File: src/rtl/dma_seccfg_pkg.sv
package dma_seccfg_pkg;

  localparam int unsigned CFG_W = 32;

  localparam int unsigned EN_B    = 0;
  localparam int unsigned TCIE_B  = 1;
  localparam int unsigned HTIE_B  = 2;
  localparam int unsigned TEIE_B  = 3;
  localparam int unsigned DIR_B   = 4;
  localparam int unsigned CIRC_B  = 5;
  localparam int unsigned PINC_B  = 6;
  localparam int unsigned MINC_B  = 7;
  localparam int unsigned PSIZE_B = 8;
  localparam int unsigned MSIZE_B = 10;
  localparam int unsigned PL_B    = 12;
  localparam int unsigned M2M_B   = 14;
  localparam int unsigned SECM_B  = 17;
  localparam int unsigned SSEC_B  = 18;
  localparam int unsigned DSEC_B  = 19;
  localparam int unsigned PRIV_B  = 20;

  typedef logic [CFG_W-1:0] cfg_word_t;

  function automatic cfg_word_t bits_at(int unsigned lo, int unsigned len);
    cfg_word_t m;
    m = '0;
    for (int unsigned i = 0; i < len; i++) m[lo+i] = 1'b1;
    return m;
  endfunction

  // Fields that follow any granted write.
  localparam cfg_word_t FREE_M = bits_at(EN_B, 4) | bits_at(CIRC_B, 1);
  // Transfer fields frozen while the channel runs.
  localparam cfg_word_t XFER_LOCK_M = bits_at(DIR_B, 1) | bits_at(PINC_B, 9);
  // Secure-only fields.
  localparam cfg_word_t SEC_M = bits_at(SECM_B, 3);
  localparam cfg_word_t SFLAG_M = bits_at(SSEC_B, 2);
  localparam cfg_word_t PRIV_M = bits_at(PRIV_B, 1);
  localparam cfg_word_t LEGAL_M = FREE_M | XFER_LOCK_M | SEC_M | PRIV_M;
  localparam cfg_word_t LOCKED_M = XFER_LOCK_M | SEC_M | PRIV_M;
  localparam cfg_word_t HEADER_M = bits_at(SECM_B, 1) | PRIV_M;

  // Replace the masked bits of old with those of nw.
  function automatic cfg_word_t merge(cfg_word_t old, cfg_word_t nw, cfg_word_t m);
    return (old & ~m) | (nw & m);
  endfunction

  // What a reader with the given attributes may see.
  function automatic cfg_word_t read_view(cfg_word_t q, logic sec, logic prv);
    if ((q[SECM_B] && !sec) || (q[PRIV_B] && !prv)) return q & HEADER_M;
    if (!sec) return q & ~SFLAG_M;
    return q & LEGAL_M;
  endfunction

endpackage

File: src/rtl/dma_seccfg_access.sv
module dma_seccfg_access
  import dma_seccfg_pkg::*;
(
  input  logic sel_i,
  input  logic wr_i,
  input  logic sec_i,
  input  logic prv_i,
  input  logic ssec_d_i,
  input  logic dsec_d_i,
  input  logic q_en_i,
  input  logic q_secm_i,
  input  logic q_priv_i,
  output logic wr_fire_o,
  output logic rd_fire_o,
  output logic illegal_evt_o,
  output logic grant_o,
  output logic free_we_o,
  output logic lock_we_o,
  output logic sec_we_o,
  output logic priv_we_o
);

  logic sec_ok;
  logic priv_ok;
  logic wr_apply;

  assign wr_fire_o     = sel_i && wr_i;
  assign rd_fire_o     = sel_i && !wr_i;
  assign sec_ok        = !q_secm_i || sec_i;
  assign priv_ok       = !q_priv_i || prv_i;
  assign grant_o       = sec_ok && priv_ok;
  assign illegal_evt_o = wr_fire_o && !sec_i && (ssec_d_i || dsec_d_i);
  assign wr_apply      = wr_fire_o && !illegal_evt_o && grant_o;

  assign free_we_o = wr_apply;
  assign lock_we_o = wr_apply && !q_en_i;
  assign sec_we_o  = lock_we_o && sec_i;
  assign priv_we_o = lock_we_o && prv_i;

  always_comb begin
    if (sec_we_o) assert (sec_i && grant_o) else $error("p_sec_we_r4");
    if (priv_we_o) assert (prv_i && !q_en_i) else $error("p_priv_we_r3");
  end

endmodule

File: src/rtl/dma_seccfg_store.sv
module dma_seccfg_store
  import dma_seccfg_pkg::*;
(
  input  logic      clk,
  input  logic      rst_n,
  input  logic      free_we_i,
  input  logic      lock_we_i,
  input  logic      sec_we_i,
  input  logic      priv_we_i,
  input  cfg_word_t wdata_i,
  output cfg_word_t q_o,
  output logic      secm_clear_evt_o,
  output logic      pair_conflict_o
);

  cfg_word_t q;
  cfg_word_t cand;
  cfg_word_t nxt;

  assign secm_clear_evt_o = sec_we_i && q[SECM_B] && !wdata_i[SECM_B];

  always_comb begin
    cand = q;
    if (free_we_i) cand = merge(cand, wdata_i, FREE_M);
    if (lock_we_i) cand = merge(cand, wdata_i, XFER_LOCK_M);
    if (sec_we_i) begin
      cand = merge(cand, wdata_i, SEC_M);
      if (secm_clear_evt_o) cand = cand & ~SFLAG_M;
    end
    if (priv_we_i) cand = merge(cand, wdata_i, PRIV_M);
  end

  assign pair_conflict_o = cand[M2M_B] && cand[CIRC_B];

  always_comb begin
    nxt = cand;
    if (pair_conflict_o) begin
      nxt[M2M_B]  = q[M2M_B];
      nxt[CIRC_B] = q[CIRC_B];
    end
    nxt = nxt & LEGAL_M;
  end

  always_ff @(posedge clk) begin
    if (!rst_n) q <= '0;
    else        q <= nxt;
  end

  assign q_o = q;

  p_pair_excl_r9: assert property (@(posedge clk) disable iff (!rst_n)
    !(q[M2M_B] && q[CIRC_B]));

  p_pair_hold_r9: assert property (@(posedge clk) disable iff (!rst_n)
    pair_conflict_o |=> (q[M2M_B] == $past(q[M2M_B])) && (q[CIRC_B] == $past(q[CIRC_B])));

  p_secm_drop_r7: assert property (@(posedge clk) disable iff (!rst_n)
    $fell(q[SECM_B]) |-> (!q[SSEC_B] && !q[DSEC_B]));

  p_reserved_r1: assert property (@(posedge clk) disable iff (!rst_n)
    (q & ~LEGAL_M) == '0);

endmodule

File: src/rtl/dma_seccfg_readmux.sv
module dma_seccfg_readmux
  import dma_seccfg_pkg::*;
(
  input  logic      clk,
  input  logic      rst_n,
  input  logic      rd_fire_i,
  input  logic      sec_i,
  input  logic      prv_i,
  input  cfg_word_t q_i,
  output cfg_word_t rdata_o
);

  assign rdata_o = rd_fire_i ? read_view(q_i, sec_i, prv_i) : '0;

  p_ns_sflags_r5: assert property (@(posedge clk) disable iff (!rst_n)
    (rd_fire_i && !sec_i) |-> (rdata_o[DSEC_B:SSEC_B] == 2'b00));

  p_idle_zero_r11: assert property (@(posedge clk) disable iff (!rst_n)
    !rd_fire_i |-> (rdata_o == '0));

  p_rsv_read_r1: assert property (@(posedge clk) disable iff (!rst_n)
    (rdata_o & ~LEGAL_M) == '0);

  p_masked_r8: assert property (@(posedge clk) disable iff (!rst_n)
    (rd_fire_i && ((q_i[SECM_B] && !sec_i) || (q_i[PRIV_B] && !prv_i)))
      |-> ((rdata_o & ~HEADER_M) == '0));

endmodule

File: src/rtl/dma_seccfg_reg.sv
module dma_seccfg_reg
  import dma_seccfg_pkg::*;
(
  input  logic        clk,
  input  logic        rst_n,
  input  logic        bus_sel_i,
  input  logic        bus_wr_i,
  input  logic [31:0] bus_wdata_i,
  input  logic        bus_sec_i,
  input  logic        bus_priv_i,
  output logic [31:0] bus_rdata_o,
  output logic        illegal_o,
  output logic        ch_en_o,
  output logic        ch_tc_ie_o,
  output logic        ch_ht_ie_o,
  output logic        ch_err_ie_o,
  output logic        ch_dir_o,
  output logic        ch_circ_o,
  output logic        ch_pinc_o,
  output logic        ch_minc_o,
  output logic [1:0]  ch_psize_o,
  output logic [1:0]  ch_msize_o,
  output logic [1:0]  ch_prio_o,
  output logic        ch_m2m_o,
  output logic        ch_secm_o,
  output logic        ch_src_sec_o,
  output logic        ch_dst_sec_o,
  output logic        ch_priv_o
);

  cfg_word_t q;
  logic wr_fire, rd_fire, illegal_evt, grant;
  logic free_we, lock_we, sec_we, priv_we;
  logic secm_clear_evt, pair_conflict;
  logic illegal_q;

  dma_seccfg_access u_access (
    .sel_i         (bus_sel_i),
    .wr_i          (bus_wr_i),
    .sec_i         (bus_sec_i),
    .prv_i         (bus_priv_i),
    .ssec_d_i      (bus_wdata_i[SSEC_B]),
    .dsec_d_i      (bus_wdata_i[DSEC_B]),
    .q_en_i        (q[EN_B]),
    .q_secm_i      (q[SECM_B]),
    .q_priv_i      (q[PRIV_B]),
    .wr_fire_o     (wr_fire),
    .rd_fire_o     (rd_fire),
    .illegal_evt_o (illegal_evt),
    .grant_o       (grant),
    .free_we_o     (free_we),
    .lock_we_o     (lock_we),
    .sec_we_o      (sec_we),
    .priv_we_o     (priv_we)
  );

  dma_seccfg_store u_store (
    .clk              (clk),
    .rst_n            (rst_n),
    .free_we_i        (free_we),
    .lock_we_i        (lock_we),
    .sec_we_i         (sec_we),
    .priv_we_i        (priv_we),
    .wdata_i          (bus_wdata_i),
    .q_o              (q),
    .secm_clear_evt_o (secm_clear_evt),
    .pair_conflict_o  (pair_conflict)
  );

  dma_seccfg_readmux u_readmux (
    .clk       (clk),
    .rst_n     (rst_n),
    .rd_fire_i (rd_fire),
    .sec_i     (bus_sec_i),
    .prv_i     (bus_priv_i),
    .q_i       (q),
    .rdata_o   (bus_rdata_o)
  );

  always_ff @(posedge clk) begin
    if (!rst_n) illegal_q <= 1'b0;
    else        illegal_q <= illegal_evt;
  end

  assign illegal_o    = illegal_q;
  assign ch_en_o      = q[EN_B];
  assign ch_tc_ie_o   = q[TCIE_B];
  assign ch_ht_ie_o   = q[HTIE_B];
  assign ch_err_ie_o  = q[TEIE_B];
  assign ch_dir_o     = q[DIR_B];
  assign ch_circ_o    = q[CIRC_B];
  assign ch_pinc_o    = q[PINC_B];
  assign ch_minc_o    = q[MINC_B];
  assign ch_psize_o   = q[PSIZE_B+1:PSIZE_B];
  assign ch_msize_o   = q[MSIZE_B+1:MSIZE_B];
  assign ch_prio_o    = q[PL_B+1:PL_B];
  assign ch_m2m_o     = q[M2M_B];
  assign ch_secm_o    = q[SECM_B];
  assign ch_src_sec_o = q[SSEC_B];
  assign ch_dst_sec_o = q[DSEC_B];
  assign ch_priv_o    = q[PRIV_B];

  p_lock_hold_r2: assert property (@(posedge clk) disable iff (!rst_n)
    (wr_fire && q[EN_B]) |=> ((q & LOCKED_M) == ($past(q) & LOCKED_M)));

  p_priv_unpriv_r3: assert property (@(posedge clk) disable iff (!rst_n)
    (wr_fire && !bus_priv_i) |=> $stable(q[PRIV_B]));

  p_sec_nonsec_r4: assert property (@(posedge clk) disable iff (!rst_n)
    (wr_fire && !bus_sec_i) |=> $stable(q[DSEC_B:SECM_B]));

  p_illegal_noop_r6: assert property (@(posedge clk) disable iff (!rst_n)
    illegal_evt |=> $stable(q));

  p_illegal_pulse_r6: assert property (@(posedge clk) disable iff (!rst_n)
    illegal_evt |=> illegal_o);

  p_illegal_quiet_r6: assert property (@(posedge clk) disable iff (!rst_n)
    !illegal_evt |=> !illegal_o);

  p_denied_r10: assert property (@(posedge clk) disable iff (!rst_n)
    (wr_fire && !grant) |=> $stable(q));

  p_idle_write_r11: assert property (@(posedge clk) disable iff (!rst_n)
    !wr_fire |=> $stable(q));

  p_secm_clear_r7: assert property (@(posedge clk) disable iff (!rst_n)
    secm_clear_evt |=> (!q[SSEC_B] && !q[DSEC_B] && !q[SECM_B]));

  p_conflict_r9: assert property (@(posedge clk) disable iff (!rst_n)
    pair_conflict |=> !(q[M2M_B] && q[CIRC_B]));

endmodule

File: config.mk
export PLATFORM = sky130hd
export DESIGN_NAME = dma_seccfg_reg
export DESIGN_NICKNAME = d
export VERILOG_FILES = /design/src/rtl/dma_seccfg_pkg.sv /design/src/rtl/dma_seccfg_access.sv /design/src/rtl/dma_seccfg_store.sv /design/src/rtl/dma_seccfg_readmux.sv /design/src/rtl/dma_seccfg_reg.sv
export SDC_FILE = /design/constraint.sdc
export NUM_CORES = 1
export LEC_CHECK = 0
export BUFFER_PORTS_ARGS = -buffer_cell sky130_fd_sc_hd__buf_2
export CAP_MARGIN = 20
export CORE_ASPECT_RATIO = 1.75
export CORE_UTILIZATION = 42
export CTS_BUF_LIST = sky130_fd_sc_hd__clkbuf_4 sky130_fd_sc_hd__clkbuf_8
export DETAILED_ROUTE_END_ITERATION = 8
export GPL_ROUTABILITY_DRIVEN = 0
export GPL_TIMING_DRIVEN = 0
export PLACE_DENSITY = 0.95
export SYNTH_ARGS = -nofsm -noshare
export SYNTH_HDL_FRONTEND = slang
export SYNTH_SLANG_ARGS = --single-unit
File: constraint.sdc
create_clock -name clk -period 3.4 [get_ports clk]
set_input_delay 0.34 -clock clk [delete_from_list [all_inputs] [get_ports clk]]
set_output_delay 0.34 -clock clk [all_outputs]
set_load 0.02 [all_outputs]
==> impl_results.rst, run 1 <==
.. list-table::
   :header-rows: 1

   * - Metric
     - Value
   * - Status
     - complete, no violations
   * - Ratio of final minimum period to clock period
     - 65.5%
   * - Clock tree from TritonCTS
     - yes
   * - Netlist cell types
     - 30
   * - Cell type of the slowest stage on the worst timing path
     - sky130_fd_sc_hd__dfxtp_1
   * - Biggest cell delay along the critical path
     - around 0.33 ns
   * - Global Route met1 Usage
     - between 20% and 30%
   * - Largest cells by area after synthesis
     - sky130_fd_sc_hd__dfxtp_1 (38%), sky130_fd_sc_hd__buf_4 (9.3%), sky130_fd_sc_hd__and2_1 (8.9%)
   * - First DRT Iteration DRCs
     - 15
   * - Congestion Overflow GR
     - 0
   * - Global-route met3 utilization
     - 2.92%
   * - Quantity of gates resized following cts
     - 0
   * - Clock insertion delay at the later pin of the skew report
     - 0.25 ns
   * - Fmax
     - 449 MHz
   * - Per-cell via count in the routed design
     - 4.80
   * - Data required time at the worst endpoint
     - roughly 3.1 ns
   * - Average cell area after synthesis
     - ~8 µm²
   * - Number of antenna violations at the first check in global routing
     - 0
   * - Worst reg2reg endpoint
     - u_store.q_o[20]
   * - Vertical die dimension
     - approximately 70 µm
   * - Switching power
     - between 100 and 150 µW
   * - Clock buffers created by TritonCTS
     - 3
   * - Worst path setup slack after routing
     - 1.17 ns
   * - Maximum VDD drop
     - between 200 and 300 µV
   * - Count of standard-cell rows
     - 23
   * - Global-route total usage across every layer
     - between 20 and 25%
   * - Crit path capture
     - bus_rdata_o[14]
   * - R2R depth
     - 5
   * - Pin count of the biggest net entering global routing
     - 12
   * - Post-Synthesis Cells
     - between 100 and 150
   * - Width of the die
     - around 40 µm
   * - Count of final max-slew check failures
     - 0
   * - Final Hold Viols
     - 0
   * - Max H-tree Level
     - 1
   * - Utilization of the core after routing
     - 64.2%
   * - Count of vias placed by the detailed router
     - roughly 1100
   * - Number of synthesized register bits
     - 20
   * - Global routing's busiest layer
     - met2
   * - I/O pin cnt
     - 90
   * - Total setup buffers inserted after CTS
     - 0
   * - Final-report setup violation count
     - 0
   * - Area enclosed by the die boundary
     - 2720 µm²
   * - Origin of the critical flop-to-flop path
     - u_store.q_o[20]
   * - Count of port buffers added during placement
     - 62
   * - Net count, final
     - 250
   * - Critical-path maximum fanout
     - 10
   * - CTS root buffer
     - sky130_fd_sc_hd__clkbuf_8
   * - Int Pwr
     - about 390 µW
   * - Layout cell share with drive strength beyond 1
     - 41.2%
   * - Startpoint class of the critical path
     - register
   * - Clock network fraction of design power
     - 33.0%
   * - Wire length per cell after detailed routing
     - ~11 µm
   * - Leak
     - 0.000809 µW
   * - Antenna diode count
     - 0
   * - Endpoint kind of the worst setup timing path
     - output pin
   * - DRC violation count after routing
     - 0
   * - Count of hold buffers inserted by post-cts repair
     - 0
   * - Most used cells in the layout excluding fill and tap cells
     - sky130_fd_sc_hd__buf_2 (64), sky130_fd_sc_hd__dfxtp_1 (20), sky130_fd_sc_hd__nand2_1 (18), sky130_fd_sc_hd__o21ai_0 (16), sky130_fd_sc_hd__and2_1 (15)
   * - Drt total wl
     - about 2600 µm
   * - R2R setup slack
     - a little under 2 ns
   * - Length of the first detailed-routing pass in iterations
     - 4
   * - Commonest non-fill, non-tap cell in the layout
     - sky130_fd_sc_hd__buf_2
   * - Sink Count
     - 20
   * - Sequential share of the synthesized area
     - between 30 and 40%
   * - Critical path launch point
     - u_store.q_o[20]
   * - Time the final worst path needs with I/O delays and setup
     - ~2.2 ns
   * - Sum of net half-perimeters after detailed placement
     - 2150 µm
   * - CP Class
     - register to output pin
   * - Global Route met2 Usage
     - between 30% and 40%
   * - First-pass GRT wire length
     - 3930 µm
   * - WP data arrival
     - around 1.9 ns
   * - Clock Path Buffers
     - 2
   * - Count of warnings emitted by yosys
     - 0
   * - Number of max-capacitance violations reported
     - 0
   * - Share of total power in sequential cells
     - between 40% and 50%
   * - Cell Count, Final, Fillers Out
     - approximately 240
   * - Setup repair after global routing missed its margin
     - no
   * - Cells along the critical path
     - nor2b_2, nor3b_1, and2b_1, clkbuf_2, and2_1, buf_2
   * - Setup TNS Final
     - 0 ns
   * - Path class of the lowest-slack min-delay path
     - primary input to register
   * - Starting density of the core
     - roughly 45%
   * - Register clock-pin slew on the reported worst setup and hold paths
     - 0.07 ns
   * - Worst Clk Skew
     - about 0.0021 ns
   * - Share of the synthesized area in the top cell type
     - between 30% and 40%
   * - Layout Area Growth over Synthesis
     - 41.9%
   * - Filler Cells Inserted
     - about 220
   * - Number of placed instances with taps included
     - about 230
   * - Power density relative to cell area
     - roughly 350 nW/µm²
   * - Area leader, netlist
     - sky130_fd_sc_hd__dfxtp_1
   * - Mapped cell area
     - about 1100 µm²
   * - Switching power as a share of total power
     - between 20% and 30%
   * - Core area
     - ~2300 µm²
   * - Placement Setup Slack
     - roughly 1.4 ns
   * - Number of nets with antenna violations after detailed routing
     - 0
   * - Vias in the first global route
     - slightly above 900
   * - Combinational cell fraction of total power
     - approximately a fifth
-- cell usage after synthesis --
library cell / number
sky130_fd_sc_hd__nand4_1: 2
sky130_fd_sc_hd__nand3b_1: 1
sky130_fd_sc_hd__nor2_1: 2
sky130_fd_sc_hd__buf_4: 13
sky130_fd_sc_hd__nor3b_2: 1
sky130_fd_sc_hd__and2b_1: 1
sky130_fd_sc_hd__nor2b_2: 1
sky130_fd_sc_hd__inv_1: 1
sky130_fd_sc_hd__o21ai_0: 16
sky130_fd_sc_hd__nor3b_1: 1
sky130_fd_sc_hd__mux2i_1: 1
sky130_fd_sc_hd__and4_1: 1
sky130_fd_sc_hd__buf_2: 2
sky130_fd_sc_hd__a21oi_1: 3
sky130_fd_sc_hd__o21ba_2: 1
sky130_fd_sc_hd__a211oi_1: 1
sky130_fd_sc_hd__nand2_1: 18
sky130_fd_sc_hd__nor3_1: 1
sky130_fd_sc_hd__and3b_1: 2
sky130_fd_sc_hd__nand2b_1: 1
sky130_fd_sc_hd__nand3_1: 14
sky130_fd_sc_hd__conb_1: 1
sky130_fd_sc_hd__nor2b_1: 2
sky130_fd_sc_hd__clkbuf_2: 1
sky130_fd_sc_hd__clkbuf_1: 5
sky130_fd_sc_hd__nor4_2: 2
sky130_fd_sc_hd__dfxtp_1: 20
sky130_fd_sc_hd__and3_1: 2
sky130_fd_sc_hd__a41o_1: 1
sky130_fd_sc_hd__and2_1: 15
-- state kept, by name (all words and copies together), names as in the netlist --
| register | cells |
|---|---|
| u_store.q_o | 19 |
| illegal_o | 1 |
-- critical path, delay by kind of cell, from the launching register on --
| family | cells | cell delay (ns) |
|---|---|---|
| buffers and inverters | 2 | 0.39 |
| flip-flops | 1 | 0.33 |
| AND/OR/NAND/NOR | 4 | 0.92 |
-- kinds of logic after synthesis --
logic type	after synthesis	synth area share, %
buffers and inverters	22	12.8
and+or+nand+nor	67	36.3
muxes	1	0.949
other	1	0.356
DFF	20	38.0
AOI/OAI and AO/OA	22	11.6
-- final cells by class --
| class | count | area, µm² | area share, % |
|---|---|---|---|
| Inverter | 1 | 3.75 | 0.251 |
| Timing Repair Buffer | 62 | 310 | 20.7 |
| Clock buffer | 4 | 55.1 | 3.68 |
| Sequential cell | 20 | 400 | 26.8 |
| Tap cell | 25 | 31.3 | 2.09 |
| Multi-Input combinational cell | 103 | 564 | 37.7 |
| Buffer | 21 | 131 | 8.78 |
-- layer usage --
layer	vias up	routed length, µm
met5	-	0
met4	0	48
met3	4	137
met2	51	1500
met1	499	946
li1	579	-
-- how the worst min path moves through the flow --
| stage | slack, ns | depth (start not counted) | start | to |
|---|---|---|---|---|
| detailed placement | 0.46 | 2 | u_store.q_o[7] | u_store.q_o[7] |
| finish | 0.30 | 3 | bus_wdata_i[3] | u_store.q_o[3] |
| global placement | 0.45 | 2 | u_store.q_o[7] | u_store.q_o[7] |
| global route | 0.31 | 3 | bus_wdata_i[2] | u_store.q_o[2] |
| CTS | 0.30 | 3 | bus_wdata_i[1] | u_store.q_o[1] |
| floorplan | 0.47 | 2 | bus_wdata_i[0] | u_store.q_o[0] |
-- stage by stage --
step / cell area (µm²) / hold WS (ns) / total power [µW]
6_report: 1500 / 0.304 / 530
5_1_grt: 1500 / 0.308 / 558
4_1_cts: 1500 / 0.302 / 534
3_5_place_dp: 1440 / 0.460 / 360
3_3_place_gp: 1440 / 0.451 / 358
2_1_floorplan: 1100 / 0.470 / 324
-- power by group through the flow --
stage,logic (µW),clock network (µW),registers [µW]
global route,114,192,252
CTS,105,179,250
detailed placement,104,0,256
floorplan,57.7,0,266
global placement,103,0,255
finish,104,175,250
No activity file was read; power rests on OpenSTA's default activity.
==> run 2, diff against run 1 <==
--- a/config.mk
+++ b/config.mk
@@ -8,12 +8,12 @@
 export BUFFER_PORTS_ARGS = -buffer_cell sky130_fd_sc_hd__buf_2
 export CAP_MARGIN = 20
 export CORE_ASPECT_RATIO = 1.75
-export CORE_UTILIZATION = 42
+export CORE_UTILIZATION = 39
 export CTS_BUF_LIST = sky130_fd_sc_hd__clkbuf_4 sky130_fd_sc_hd__clkbuf_8
 export DETAILED_ROUTE_END_ITERATION = 8
 export GPL_ROUTABILITY_DRIVEN = 0
 export GPL_TIMING_DRIVEN = 0
-export PLACE_DENSITY = 0.95
+export PLACE_DENSITY = 0.94
 export SYNTH_ARGS = -nofsm -noshare
 export SYNTH_HDL_FRONTEND = slang
 export SYNTH_SLANG_ARGS = --single-unit
==> constraint.sdc (replaced) <==
create_clock -name clk -period 2.09 [get_ports clk]
set_input_delay 0.209 -clock clk [delete_from_list [all_inputs] [get_ports clk]]
set_output_delay 0.209 -clock clk [all_outputs]
set_load 0.02 [all_outputs]
==> impl_results.rst, run 2 (same netlist as run 1, synthesis figures left out) <==
.. list-table::
   :header-rows: 1

   * - Metric
     - Value
   * - Power density relative to cell area
     - about 550 nW/µm²
   * - Max H-tree Level
     - 1
   * - First DRT Iteration DRCs
     - 20
   * - CTS root buffer
     - sky130_fd_sc_hd__clkbuf_8
   * - First-pass GRT wire length
     - ~4300 µm
   * - Drt total wl
     - ~2800 µm
   * - Ratio of final minimum period to clock period
     - about 94%
   * - Flip-flop count of the largest register, all copies and words added
     - 19
   * - Cells along the critical path
     - nor2b_2, nor3b_2, and2b_2, buf_2, and2_1, buf_2
   * - Width of the die
     - 41.3 µm
   * - Antenna diode count
     - 0
   * - Worst reg2reg endpoint
     - u_store.q_o[20]
   * - Biggest cell delay along the critical path
     - 0.36 ns
   * - Cell type of the slowest stage on the worst timing path
     - sky130_fd_sc_hd__dfxtp_1
   * - Net count, final
     - 250
   * - Final Hold Viols
     - 0
   * - Wire length per cell after detailed routing
     - 11.8 µm
   * - Clock Path Buffers
     - 2
   * - Final-report setup violation count
     - 0
   * - Fmax
     - around 510 MHz
   * - Worst path setup slack after routing
     - around 0.12 ns
   * - Per-cell via count in the routed design
     - 4.90
   * - Post-route cell area
     - 1490 µm²
   * - Pin count of the biggest net entering global routing
     - 11
   * - Count of final max-slew check failures
     - 0
   * - Global-route total usage across every layer
     - between 20% and 30%
   * - R2R setup slack
     - 0.59 ns
   * - Quantity of gates resized following cts
     - 1
   * - WP data arrival
     - between 1.5 and 2 ns
   * - Data required time at the worst endpoint
     - 1.88 ns
   * - Maximum VDD drop
     - just under 300 µV
   * - Length of the first detailed-routing pass in iterations
     - 4
   * - Number of cells on the critical path
     - 6
   * - Layout Area Growth over Synthesis
     - 41.3%
   * - Clock insertion delay at the later pin of the skew report
     - around 0.25 ns
   * - Placed Area
     - between 1000 and 1500 µm²
   * - Leak
     - 0.000804 µW
   * - Number of nets with antenna violations after detailed routing
     - 0
   * - Number of cells on the worst hold path
     - 3
   * - Dominant delay contributor by cell family on the critical path
     - simple AND/OR/NAND/NOR gates
   * - Critical-path maximum fanout
     - 10
   * - Combined buffer and inverter count along the critical path
     - 2
   * - Congestion Overflow GR
     - 0
   * - Starting density of the core
     - a little over two fifths
   * - Count of vias placed by the detailed router
     - 1156
   * - Startpoint class of the critical path
     - register
   * - Time the final worst path needs with I/O delays and setup
     - slightly below 2 ns
   * - Layout cell share with drive strength beyond 1
     - 41.9%
   * - Total setup buffers inserted after CTS
     - 0
   * - Commonest non-fill, non-tap cell in the layout
     - sky130_fd_sc_hd__buf_2
   * - Core area
     - approximately 2500 µm²
   * - I/O pin cnt
     - 90
   * - DRC violation count after routing
     - 0
   * - Count of hold buffers inserted by post-cts repair
     - 0
   * - Count of standard-cell rows
     - 24
   * - Number of antenna violations at the first check in global routing
     - 0
   * - Vertical die dimension
     - 70.8 µm
   * - Most used cells in the layout excluding fill and tap cells
     - sky130_fd_sc_hd__buf_2 (65), sky130_fd_sc_hd__dfxtp_1 (20), sky130_fd_sc_hd__nand2_1 (18), sky130_fd_sc_hd__o21ai_0 (16), sky130_fd_sc_hd__and2_1 (15)
   * - Critical path launch point
     - u_store.q_o[20]
   * - Setup TNS Final
     - 0 ns
   * - Vias in the first global route
     - around 1000
   * - Sum of net half-perimeters after detailed placement
     - about 2300 µm
   * - CP Class
     - register to output pin
   * - Clock tree from TritonCTS
     - yes
   * - Path class of the lowest-slack min-delay path
     - primary input to register
   * - Setup repair after global routing missed its margin
     - no
   * - Endpoint kind of the worst setup timing path
     - output pin
   * - Most repeated library cell on the critical path
     - sky130_fd_sc_hd__buf_2
   * - Origin of the critical flop-to-flop path
     - u_store.q_o[20]
   * - Area enclosed by the die boundary
     - slightly below 3000 µm²
   * - Clock buffers created by TritonCTS
     - 3
   * - R2R depth
     - 5
   * - Register clock-pin slew on the reported worst setup and hold paths
     - 0.07 ns
   * - Count of port buffers added during placement
     - 62
   * - Sink Count
     - 20
   * - Min-delay src
     - bus_wdata_i[0]
   * - Crit path capture
     - bus_rdata_o[10]
   * - Worst Clk Skew
     - 0.00383 ns
   * - Status
     - complete, no violations
   * - Number of max-capacitance violations reported
     - 0
   * - Placement Setup Slack
     - about 0.23 ns
-- run 2: worst min-delay path by stage --
stage                                  to  slack, ns
final                      u_store.q_o[0]       0.18
after global routing       u_store.q_o[2]       0.19
after CTS                 u_store.q_o[10]       0.18
after detailed placement   u_store.q_o[0]       0.43
after global placement     u_store.q_o[8]       0.42
after floorplan            u_store.q_o[0]       0.34
-- run 2: metrics by stage --
| stage | cells | hold WS (ns) | total power, µW | utilization [%] |
|---|---|---|---|---|
| finish | 236 | 0.180 | 819 | 59.1 |
| floorplan | 145 | 0.339 | 527 | - |
| global placement | 233 | 0.423 | 583 | 57.2 |
| CTS | 236 | 0.178 | 822 | 59.0 |
| global route | 236 | 0.189 | 858 | 59.1 |
| detailed placement | 233 | 0.430 | 586 | 57.2 |
-- run 2: routing by layer --
| metal | GRT usage [%] | share of wire (%) |
|---|---|---|
| met1 | 22.6 | 36 |
| met2 | 36.5 | 57 |
| met3 | 2.19 | 5.5 |
| met4 | 7.17 | 1.8 |
| met5 | 0 | 0 |
-- run 2: where the power goes --
part	leakage (µW)	switching, µW	internal, µW
Sequential	0.000163	10.9	396
Combinational	0.000620	105	67.1
Clock	0.0000216	111	128
-- run 2: layout make-up --
type | instances | area (µm²)
fill | 254 | 1030
inverter | 1 | 3.75
buffer | 21 | 131
multi-input combinational | 103 | 571
tap | 26 | 32.5
clock buffer | 3 | 41.3
timing repair buffer | 62 | 310
sequential | 20 | 400
-- run 2: worst min-delay path, delay by kind of cell --
kind	cells	cell delay, ns
AOI/OAI and AO/OA	1	0.06
and+or+nand+nor	1	0.05
buffers and inverters	1	0.07
